**config.mk**
```make
export PLATFORM = sky130hd
export DESIGN_NAME = diagreg_move_unit
export DESIGN_NICKNAME = d
export VERILOG_FILES = /design/src/rtl/diag_pkg.sv /design/src/rtl/diag_byte_fsm.sv /design/src/rtl/diag_access_check.sv /design/src/rtl/diag_reg_bank.sv /design/src/rtl/diagreg_move_unit.sv
export SDC_FILE = /design/constraint.sdc
export NUM_CORES = 1
export LEC_CHECK = 0
export ABC_AREA = 1
export BUFFER_PORTS_ARGS = -buffer_cell sky130_fd_sc_hd__buf_2
export CORE_UTILIZATION = 64
export CTS_CLUSTER_SIZE = 12
export DETAILED_ROUTE_END_ITERATION = 6
export PLACE_DENSITY = 0.9
export SYNTH_ARGS = -nofsm -noshare
export SYNTH_HDL_FRONTEND = slang
export SYNTH_SLANG_ARGS = --single-unit
```
**constraint.sdc**
```tcl
create_clock -name clk -period 3.2 [get_ports clk]
set_clock_uncertainty 0.15 [all_clocks]
set_input_delay 0.32 -clock clk [delete_from_list [all_inputs] [get_ports clk]]
set_output_delay 0.32 -clock clk [all_outputs]
set_load 0.1 [all_outputs]
```
**src/rtl/diag_pkg.sv**
```systemverilog
package diag_pkg;

    typedef enum logic [1:0] {
        ST_IDLE = 2'd0,
        ST_ESC  = 2'd1,
        ST_OPC  = 2'd2,
        ST_EXEC = 2'd3
    } dec_state_e;

    typedef enum logic [1:0] {
        FLT_NONE = 2'b00,
        FLT_GP   = 2'b01,
        FLT_UD   = 2'b10
    } fault_e;

    localparam logic [7:0] ESC_BYTE     = 8'h0F;
    localparam logic [7:0] OP_TO_DIAG   = 8'h26;
    localparam logic [7:0] OP_FROM_DIAG = 8'h24;
    localparam logic [1:0] MOD_REG      = 2'b11;
    localparam int         FIELD_W      = 3;

    typedef struct packed {
        dec_state_e  st;
        logic        to_diag;
        logic [7:0]  modrm;
    } dec_regs_t;

endpackage

```
**src/rtl/diag_byte_fsm.sv**
```systemverilog
module diag_byte_fsm
    import diag_pkg::*;
(
    input  logic       clk,
    input  logic       rst,
    input  logic       byte_vld,
    input  logic [7:0] byte_in,
    output logic       in_exec,
    output logic       to_diag,
    output logic [7:0] modrm,
    output logic       not_mine
);

    dec_regs_t dec_d, dec_q;

    always_comb begin
        dec_d    = dec_q;
        not_mine = 1'b0;
        case (dec_q.st)
            ST_IDLE: begin
                if (byte_vld && byte_in == ESC_BYTE) dec_d.st = ST_ESC;
            end
            ST_ESC: begin
                if (byte_vld) begin
                    if (byte_in == OP_TO_DIAG) begin
                        dec_d.st      = ST_OPC;
                        dec_d.to_diag = 1'b1;
                    end else if (byte_in == OP_FROM_DIAG) begin
                        dec_d.st      = ST_OPC;
                        dec_d.to_diag = 1'b0;
                    end else begin
                        dec_d.st = ST_IDLE;
                        not_mine = 1'b1;
                    end
                end
            end
            ST_OPC: begin
                if (byte_vld) begin
                    dec_d.modrm = byte_in;
                    dec_d.st    = ST_EXEC;
                end
            end
            ST_EXEC: dec_d.st = ST_IDLE;
            default: dec_d.st = ST_IDLE;
        endcase
    end

    always_ff @(posedge clk) begin
        if (rst) dec_q <= '{st: ST_IDLE, to_diag: 1'b0, modrm: 8'h00};
        else     dec_q <= dec_d;
    end

    assign in_exec = (dec_q.st == ST_EXEC);
    assign to_diag = dec_q.to_diag;
    assign modrm   = dec_q.modrm;

endmodule

```
**src/rtl/diag_access_check.sv**
```systemverilog
module diag_access_check
    import diag_pkg::*;
#(
    parameter int NEW_LO = 3,
    parameter int OLD_LO = 6,
    parameter int HI_IDX = 7
) (
    input  logic               in_exec,
    input  logic               prot_mode,
    input  logic [1:0]         cpl,
    input  logic               gen_new,
    input  logic [1:0]         mod_fld,
    input  logic [FIELD_W-1:0] reg_fld,
    output logic               ok,
    output logic               fault,
    output logic [1:0]         fault_code
);

    localparam int SLOTS = 1 << FIELD_W;

    function automatic logic [SLOTS-1:0] impl_mask(input int lo, input int hi);
        logic [SLOTS-1:0] m;
        for (int i = 0; i < SLOTS; i++) m[i] = (i >= lo) && (i <= hi);
        return m;
    endfunction

    localparam logic [SLOTS-1:0] NEW_MASK = impl_mask(NEW_LO, HI_IDX);
    localparam logic [SLOTS-1:0] OLD_MASK = impl_mask(OLD_LO, HI_IDX);

    logic gp_hit, ud_hit, implemented;

    always_comb begin
        implemented = gen_new ? NEW_MASK[reg_fld] : OLD_MASK[reg_fld];
        gp_hit      = prot_mode && (cpl != 2'd0);
        ud_hit      = (mod_fld != MOD_REG) || !implemented;
        ok          = in_exec && !gp_hit && !ud_hit;
        fault       = in_exec && (gp_hit || ud_hit);
        if (!fault)      fault_code = FLT_NONE;
        else if (gp_hit) fault_code = FLT_GP;
        else             fault_code = FLT_UD;
    end

endmodule

```
**src/rtl/diag_reg_bank.sv**
```systemverilog
module diag_reg_bank
    import diag_pkg::*;
#(
    parameter int DATA_W = 32,
    parameter int LO_IDX = 3,
    parameter int HI_IDX = 7
) (
    input  logic               clk,
    input  logic               rst,
    input  logic               wr_en,
    input  logic [FIELD_W-1:0] idx,
    input  logic [DATA_W-1:0]  wr_data,
    output logic [DATA_W-1:0]  rd_data
);

    localparam int N = HI_IDX - LO_IDX + 1;

    logic [N-1:0][DATA_W-1:0] slots;

    for (genvar g = 0; g < N; g++) begin : g_slot
        localparam logic [FIELD_W-1:0] SLOT_IDX = FIELD_W'(LO_IDX + g);
        logic [DATA_W-1:0] slot_d, slot_q;

        always_comb begin
            slot_d = slot_q;
            if (wr_en && idx == SLOT_IDX) slot_d = wr_data;
        end

        always_ff @(posedge clk) begin
            if (rst) slot_q <= '0;
            else     slot_q <= slot_d;
        end

        assign slots[g] = slot_q;
    end

    always_comb begin
        rd_data = '0;
        for (int i = 0; i < N; i++)
            if (idx == FIELD_W'(LO_IDX + i)) rd_data = slots[i];
    end

endmodule

```
**src/rtl/diagreg_move_unit.sv**
```systemverilog
module diagreg_move_unit
    import diag_pkg::*;
#(
    parameter int DATA_W = 32,
    parameter int NEW_LO = 3,
    parameter int OLD_LO = 6,
    parameter int HI_IDX = 7
) (
    input  logic              clk,
    input  logic              rst,
    input  logic              byte_vld,
    input  logic [7:0]        byte_in,
    input  logic              prot_mode,
    input  logic [1:0]        cpl,
    input  logic              gen_new,
    output logic [2:0]        gpr_rd_idx,
    input  logic [DATA_W-1:0] gpr_rd_data,
    output logic              gpr_wr_en,
    output logic [2:0]        gpr_wr_idx,
    output logic [DATA_W-1:0] gpr_wr_data,
    output logic              done,
    output logic              fault,
    output logic [1:0]        fault_code,
    output logic              not_mine
);

    logic              in_exec, to_diag, move_ok;
    logic [7:0]        modrm;
    logic [DATA_W-1:0] bank_rd;

    diag_byte_fsm u_fsm (
        .clk      (clk),
        .rst      (rst),
        .byte_vld (byte_vld),
        .byte_in  (byte_in),
        .in_exec  (in_exec),
        .to_diag  (to_diag),
        .modrm    (modrm),
        .not_mine (not_mine)
    );

    diag_access_check #(
        .NEW_LO (NEW_LO),
        .OLD_LO (OLD_LO),
        .HI_IDX (HI_IDX)
    ) u_chk_acc (
        .in_exec    (in_exec),
        .prot_mode  (prot_mode),
        .cpl        (cpl),
        .gen_new    (gen_new),
        .mod_fld    (modrm[7:6]),
        .reg_fld    (modrm[5:3]),
        .ok         (move_ok),
        .fault      (fault),
        .fault_code (fault_code)
    );

    diag_reg_bank #(
        .DATA_W (DATA_W),
        .LO_IDX (NEW_LO),
        .HI_IDX (HI_IDX)
    ) u_bank (
        .clk     (clk),
        .rst     (rst),
        .wr_en   (move_ok && to_diag),
        .idx     (modrm[5:3]),
        .wr_data (gpr_rd_data),
        .rd_data (bank_rd)
    );

    assign gpr_rd_idx  = modrm[2:0];
    assign gpr_wr_idx  = modrm[2:0];
    assign gpr_wr_en   = move_ok && !to_diag;
    assign gpr_wr_data = bank_rd;
    assign done        = move_ok;

endmodule

```
==> impl_metrics.py, run 1 <==
metrics = {
    "clock_tree": {
        "cts_tree": "done",
        "clk_latency_ns": 0.44,
        "cts-resized-gates": 0,
        "holdBufCountCts": 5,
        "post-cts-setup-buffer-count": 0,
        "cts_root_buf": "clkbuf_16",
        "htree_levels": 4,
        "clkSinkCount": 173,
        "clk_pin_slew_ns": 0.06,
        "cts_made_buffers": 17,
        "clockBufferDepth": 2,
    },
    "sta": {
        "grt_setup_unrepaired": "false",
        "layout_min_cycle_time_ns": 2.96,
        "setup_slack_ns": 0.238,
        "maxSlewHeadroom": 0.431,
        "finalSetupViolations": 0,
        "timing.fmax_mhz": 338,
        "final-hold-violation-count": 0,
        "worst_slew_pin_slew_ns": 0.853,
        "drv_slew": 0,
        "period_share": 0.926,
        "setup_tns_ns": 0,
    },
    "worst_hold_path": {
        "worstHoldStart": "byte_in[2]",
        "min_path_type": "input pin to flip-flop",
    },
    "final_layout": {
        "n_fill_cell": 1046,
        "layout-drive-gt1-share": 0.102,
        "fin_nets": 1580,
        "final_cell_mix": "nand2_1 (385), inv_1 (368), nor2_1 (174)",
        "area_delta_synth_final_pct": 11.7,
        "layout_commonest_cell": "nand2_1",
    },
    "worst_setup_path": {
        "r2r_start": "u_fsm.modrm[4]",
        "startpoint": "u_fsm.modrm[4]",
        "critPathLaunchType": "flip-flop",
        "endpoint_kind": "output pin",
        "path_max_fanout": 25,
        "path_cells": "nand2_1, nor2_4, buf_4, a22oi_1, nand2_1, buf_2",
        "critical_path.top_delay_family": "simple AND/OR/NAND/NOR gates",
        "critPathMaxStageDelay_ns": 0.60,
        "crit_top_cell": "nand2_1",
        "crit_buf_inv": 2,
        "crit_slowest_cell": "nor2_4",
        "critPathRequiredTime_ns": 2.73,
        "critPathKind": "flip-flop to output pin",
        "worstPathArrival_ns": 2.49,
    },
    "status": {
        "outcome": "finished, final reports clean",
    },
    "global_route": {
        "grt_pass1_vias": 8645,
        "grt_pass1_wl_um": 41300,
        "gr-total-overflow": 0,
        "grtUsageTotal": 0.349,
        "grt_max_degree": 85,
        "antenna_found_initial": 2,
    },
    "detailed_routing": {
        "topRoutingLayerUsed": "met5",
        "num_vias": 9519,
        "wl_met1_um": 10300,
        "ant_nets": 0,
        "first_iter_violations": 1078,
        "via_per_inst": 5.51,
        "drtPass1Iterations": 7,
        "drc": 0,
        "wl_met3_um": 2390,
        "dr_wl_met2_um": 12000,
        "drt_wl_total_um": 25300,
        "drt-wirelength-per-cell_um": 14.6,
    },
    "placed_design": {
        "hpwl_um": 14900,
        "gp_congestion": 0.825,
        "port_buffers": 90,
        "place_ws_ns": 0.761,
    },
    "floorplan": {
        "io_pins": 91,
        "core_area_um2": 14000,
        "start_util": 0.661,
        "die_x_um": 122,
        "die_height_um": 122,
        "fp-row-count": 43,
        "die-area_um2": 15000,
    },
    "synth": {
        "post_synth.cell_area_avg_um2": 6.20,
        "yosys_most_used_dff": "dfxtp_1",
        "synth_cell_type_count": 23,
        "ys_seq_elements": 173,
        "ys_async_sr_fraction": 0,
        "syn_area_um2": 9290,
        "synthCells": 1499,
        "yosysWarnings": 0,
        "seq_area_frac_synth": 0.373,
        "synth_nets": 1546,
        "synth_edf_count": 0,
    },
    "power": {
        "peakVddDrop_mv": 0.355,
        "power_density_nw_per_um2": 428,
        "leakage_nw": 5.20,
    },
    "run": {
        "cap_violations": 0,
    },
}
==> cells by family (layout without fill, tap and decap cells) <==
| kind of cell | Yosys count | after routing | share of synthesized area |
|---|---|---|---|
| flip-flops | 173 | 173 | 0.373 |
| buffers and inverters | 478 | 525 | 0.210 |
| AO/OA/AOI/OAI | 104 | 104 | 0.0683 |
| other | 0 | 1 | 0 |
| AND/OR/NAND/NOR | 744 | 744 | 0.349 |
==> report_power, final <==
part           internal (W)  switching (W)  total (W)
combinational     0.0000576       0.000114   0.000172
sequential          0.00215   0.0000000381    0.00215
clock               0.00127       0.000845    0.00212
==> per-layer routing <==
layer  GRT usage  up-vias
met5           0        -
met4       0.158        2
met3      0.0799       76
met2       0.567      528
met1       0.439     4285
li1            -     4628
==> worst reg2reg max path, cell delays in order, from the launching register on <==
cell	delay (ns)
dfxtp_1	0.38
nand2_1	0.16
nor2_4	0.60
nand3_2	0.48
buf_4	0.40
nand2_1	0.10
inv_1	0.04
nor2_1	0.13
==> synth_stat cells (all sizes together), types with 2 or more instances <==
cell type  instances  area (um2)
o22ai             32         200
nand2            385        1450
clkbuf            29         109
inv              370        1390
dfxtp            173        3460
a22oi             27         203
nor3b              2        15.0
nand4            161        1010
nand3             14        80.1
buf               79         449
nor3               3        15.0
nor2             178         676
o21ai              5        28.8
a21oi             39         195
==> final timing paths <==
check | end | slack, ns | depth (start not counted)
max | gpr_wr_data[15] | 0.24 | 6
min | u_fsm.modrm[2] | 0.03 | 3
max reg2reg | u_bank.g_slot[3].slot_q[26] | 0.70 | 7
min reg2reg | u_bank.g_slot[4].slot_q[28] | 0.37 | 4
==> stage by stage <==
| step | instance area (um2) | util | hold slack, ns | instances | power [W] |
|---|---|---|---|---|---|
| 3_3_place_gp | 9730 | 0.693 | 0.304 | 1689 | 0.00236 |
| 6_report | 10400 | 0.739 | 0.0325 | 1727 | 0.00444 |
| 4_1_cts | 10400 | 0.739 | 0.000186 | 1726 | 0.00443 |
| 5_1_grt | 10400 | 0.739 | 0.0402 | 1726 | 0.00455 |
| 3_5_place_dp | 9730 | 0.693 | 0.306 | 1689 | 0.00236 |
| 2_1_floorplan | 9290 | - | 0.239 | 1499 | 0.00230 |
==> flip-flops by register name (all words and copies together) (netlist names), named ones only <==
register / count
u_bank.g_slot.slot_q: 160
u_fsm.dec_q: 1
u_fsm.modrm: 8
u_fsm.to_diag: 1
==> final cells by class <==
cell class | count | area, um2 | share of cell area
diodes | 1 | 2.50 | 0.000241
multi-input cells | 848 | 3910 | 0.376
repair buffers | 123 | 786 | 0.0757
inverters | 370 | 1390 | 0.134
clock buffers | 27 | 523 | 0.0504
flip-flops and latches | 173 | 3470 | 0.334
well taps | 180 | 225 | 0.0217
clock inverters | 5 | 77.6 | 0.00747
Note: power is estimated with default switching activity, not from simulation.
==> run 2: changes to the inputs <==
Settings changed: REMOVE_ABC_BUFFERS set to 1.
==> run 2 against run 1 <==
Worst setup slack improved by 0.16 ns. Sequential cell count unchanged. Critical path depth unchanged. Critical path type unchanged. Largest power group unchanged.
==> impl_metrics.py, run 2 (synthesis gave the netlist of run 1 again) <==
metrics = {
    "detailed_routing": {
        "drt-wirelength-per-cell_um": 13.4,
        "drt_wl_total_um": 23100,
        "first_iter_violations": 975,
        "drc": 0,
        "via_per_inst": 5.39,
        "ant_nets": 0,
        "drtPass1Iterations": 7,
        "num_vias": 9266,
    },
    "worst_setup_path": {
        "critPathKind": "flip-flop to output pin",
        "critPathRequiredTime_ns": 2.73,
        "critPathLaunchType": "flip-flop",
        "ff2ff_path_depth": 8,
        "path_max_fanout": 31,
        "timing.rr.end": "u_bank.g_slot[3].slot_q[9]",
        "endpoint_kind": "output pin",
        "r2r_start": "u_fsm.modrm[4]",
        "ff2ff_setup_slack_ns": 0.77,
        "worstPathArrival_ns": 2.34,
    },
    "clock_tree": {
        "htree_levels": 4,
        "cts_tree": "done",
        "cts_made_buffers": 17,
        "clkSinkCount": 173,
        "clk_latency_ns": 0.43,
        "cts_root_buf": "clkbuf_16",
        "cts-resized-gates": 0,
        "clockBufferDepth": 2,
        "clk_pin_slew_ns": 0.06,
    },
    "global_route": {
        "antenna_found_initial": 0,
        "grt_pass1_vias": 8467,
        "grt_max_degree": 99,
        "grt_pass1_wl_um": 38300,
        "grt_use_met3": 0.0520,
        "grtUsageTotal": 0.320,
        "top_usage_layer": "met2",
        "grt_use_met2": 0.551,
        "gr-total-overflow": 0,
        "grt_use_met1": 0.396,
    },
    "final_layout": {
        "final_cell_mix": "nand2_1 (385), inv_1 (368), nor2_1 (174)",
        "regMostFlops": "u_bank.g_slot.slot_q",
        "diodes": 0,
        "n_fill_cell": 1153,
        "layout_commonest_cell": "nand2_1",
        "area_delta_synth_final_pct": 10.5,
        "layout-drive-gt1-share": 0.100,
        "largest_reg_flops": 160,
        "fin_nets": 1574,
    },
    "sta": {
        "timing.fmax_mhz": 356,
        "drv_slew": 0,
        "finalSetupViolations": 0,
        "maxSlewHeadroom": 0.509,
        "worst_slew_pin_slew_ns": 0.736,
        "setup_tns_ns": 0,
        "layout_min_cycle_time_ns": 2.81,
        "grt_setup_unrepaired": "false",
        "hold-worst-slack_ns": 0.0134,
        "final-hold-violation-count": 0,
        "period_share": 0.877,
    },
    "floorplan": {
        "die_height_um": 122,
        "io_pins": 91,
        "core_area_um2": 14000,
        "fp-row-count": 43,
        "start_util": 0.661,
        "die-area_um2": 15000,
        "die_x_um": 122,
    },
    "power": {
        "peakVddDrop_mv": 0.373,
        "power_density_nw_per_um2": 423,
        "p_total_w": 0.00434,
        "leakage_nw": 5.15,
    },
    "worst_hold_path": {
        "worstHoldStart": "byte_in[2]",
        "hold_depth": 3,
        "min_path_type": "input pin to flip-flop",
        "whs_endpoint": "u_fsm.modrm[2]",
    },
    "placed_design": {
        "gp_congestion": 0.797,
        "hpwl_um": 13200,
        "port_buffers": 90,
    },
    "run": {
        "cap_violations": 0,
    },
    "status": {
        "outcome": "finished, final reports clean",
    },
}
## run 2: changes by cell type in the layout (fill, tap and decap cells not counted), sizes merged
cell,previous run,this run
clkinvlp,1,0
diode,1,0
buf,118,115
clkinv,2,6
clkbuf,27,23
dlygate4sd3,5,2
## run 2: cell type report
class	instances	area, um2	share of cell area
Inverter	370	1390	0.136
Multi-Input combinational cell	848	3900	0.380
Clock inverter	8	90.1	0.00878
Sequential cell	173	3470	0.338
Timing Repair Buffer	117	708	0.0690
Clock buffer	23	478	0.0466
Tap cell	180	225	0.0219
## run 2: report_power, final
part	internal (W)	leakage (nW)	switching [W]
sequential	0.00215	1.39	0.0000000317
combinational	0.0000558	3.47	0.000107
clock	0.00120	0.286	0.000821
## run 2: what timing repair did
item | in CTS | in global routing
endpoints found under the hold margin | 2 | 0
hold buffers | 2 | 0
setup buffers | 0 | 0
## run 2: layer usage
layer	vias up	wire length [um]
li1	4619	-
met1	4194	9680
met2	398	11200
met3	55	1660
met4	0	506
met5	-	0
## run 2: how the worst max path moves through the flow
stage / startpoint / to / slack, ns / cells past startpoint
4_1_cts: u_fsm.modrm[4] / gpr_wr_data[29] / 0.41 / 6
6_report: u_fsm.modrm[4] / gpr_wr_data[14] / 0.39 / 6
3_5_place_dp: u_fsm.modrm[4] / u_bank.g_slot[3].slot_q[9] / 0.87 / 8
5_1_grt: u_fsm.modrm[4] / gpr_wr_data[13] / 0.26 / 6
2_1_floorplan: u_fsm.to_diag / gpr_wr_en / -2.02 / 1
3_3_place_gp: u_fsm.modrm[4] / gpr_wr_data[29] / 0.90 / 6
## run 2: critical path: stages, from the launching register on
cell	delay [ns]
dfxtp_1	0.37
nand2_1	0.15
nor2_4	0.43
buf_12	0.27
a22oi_1	0.11
nand2_1	0.14
buf_2	0.44
## run 2: metrics by stage
stage | util | cells | instance area [um2] | worst slack (ns)
after floorplan | - | 1391 | 8730 | -2.02
after global placement | 0.689 | 1686 | 9670 | 0.900
after detailed placement | 0.689 | 1686 | 9670 | 0.868
after CTS | 0.731 | 1719 | 10300 | 0.412
after global routing | 0.731 | 1719 | 10300 | 0.258
final | 0.731 | 1719 | 10300 | 0.393
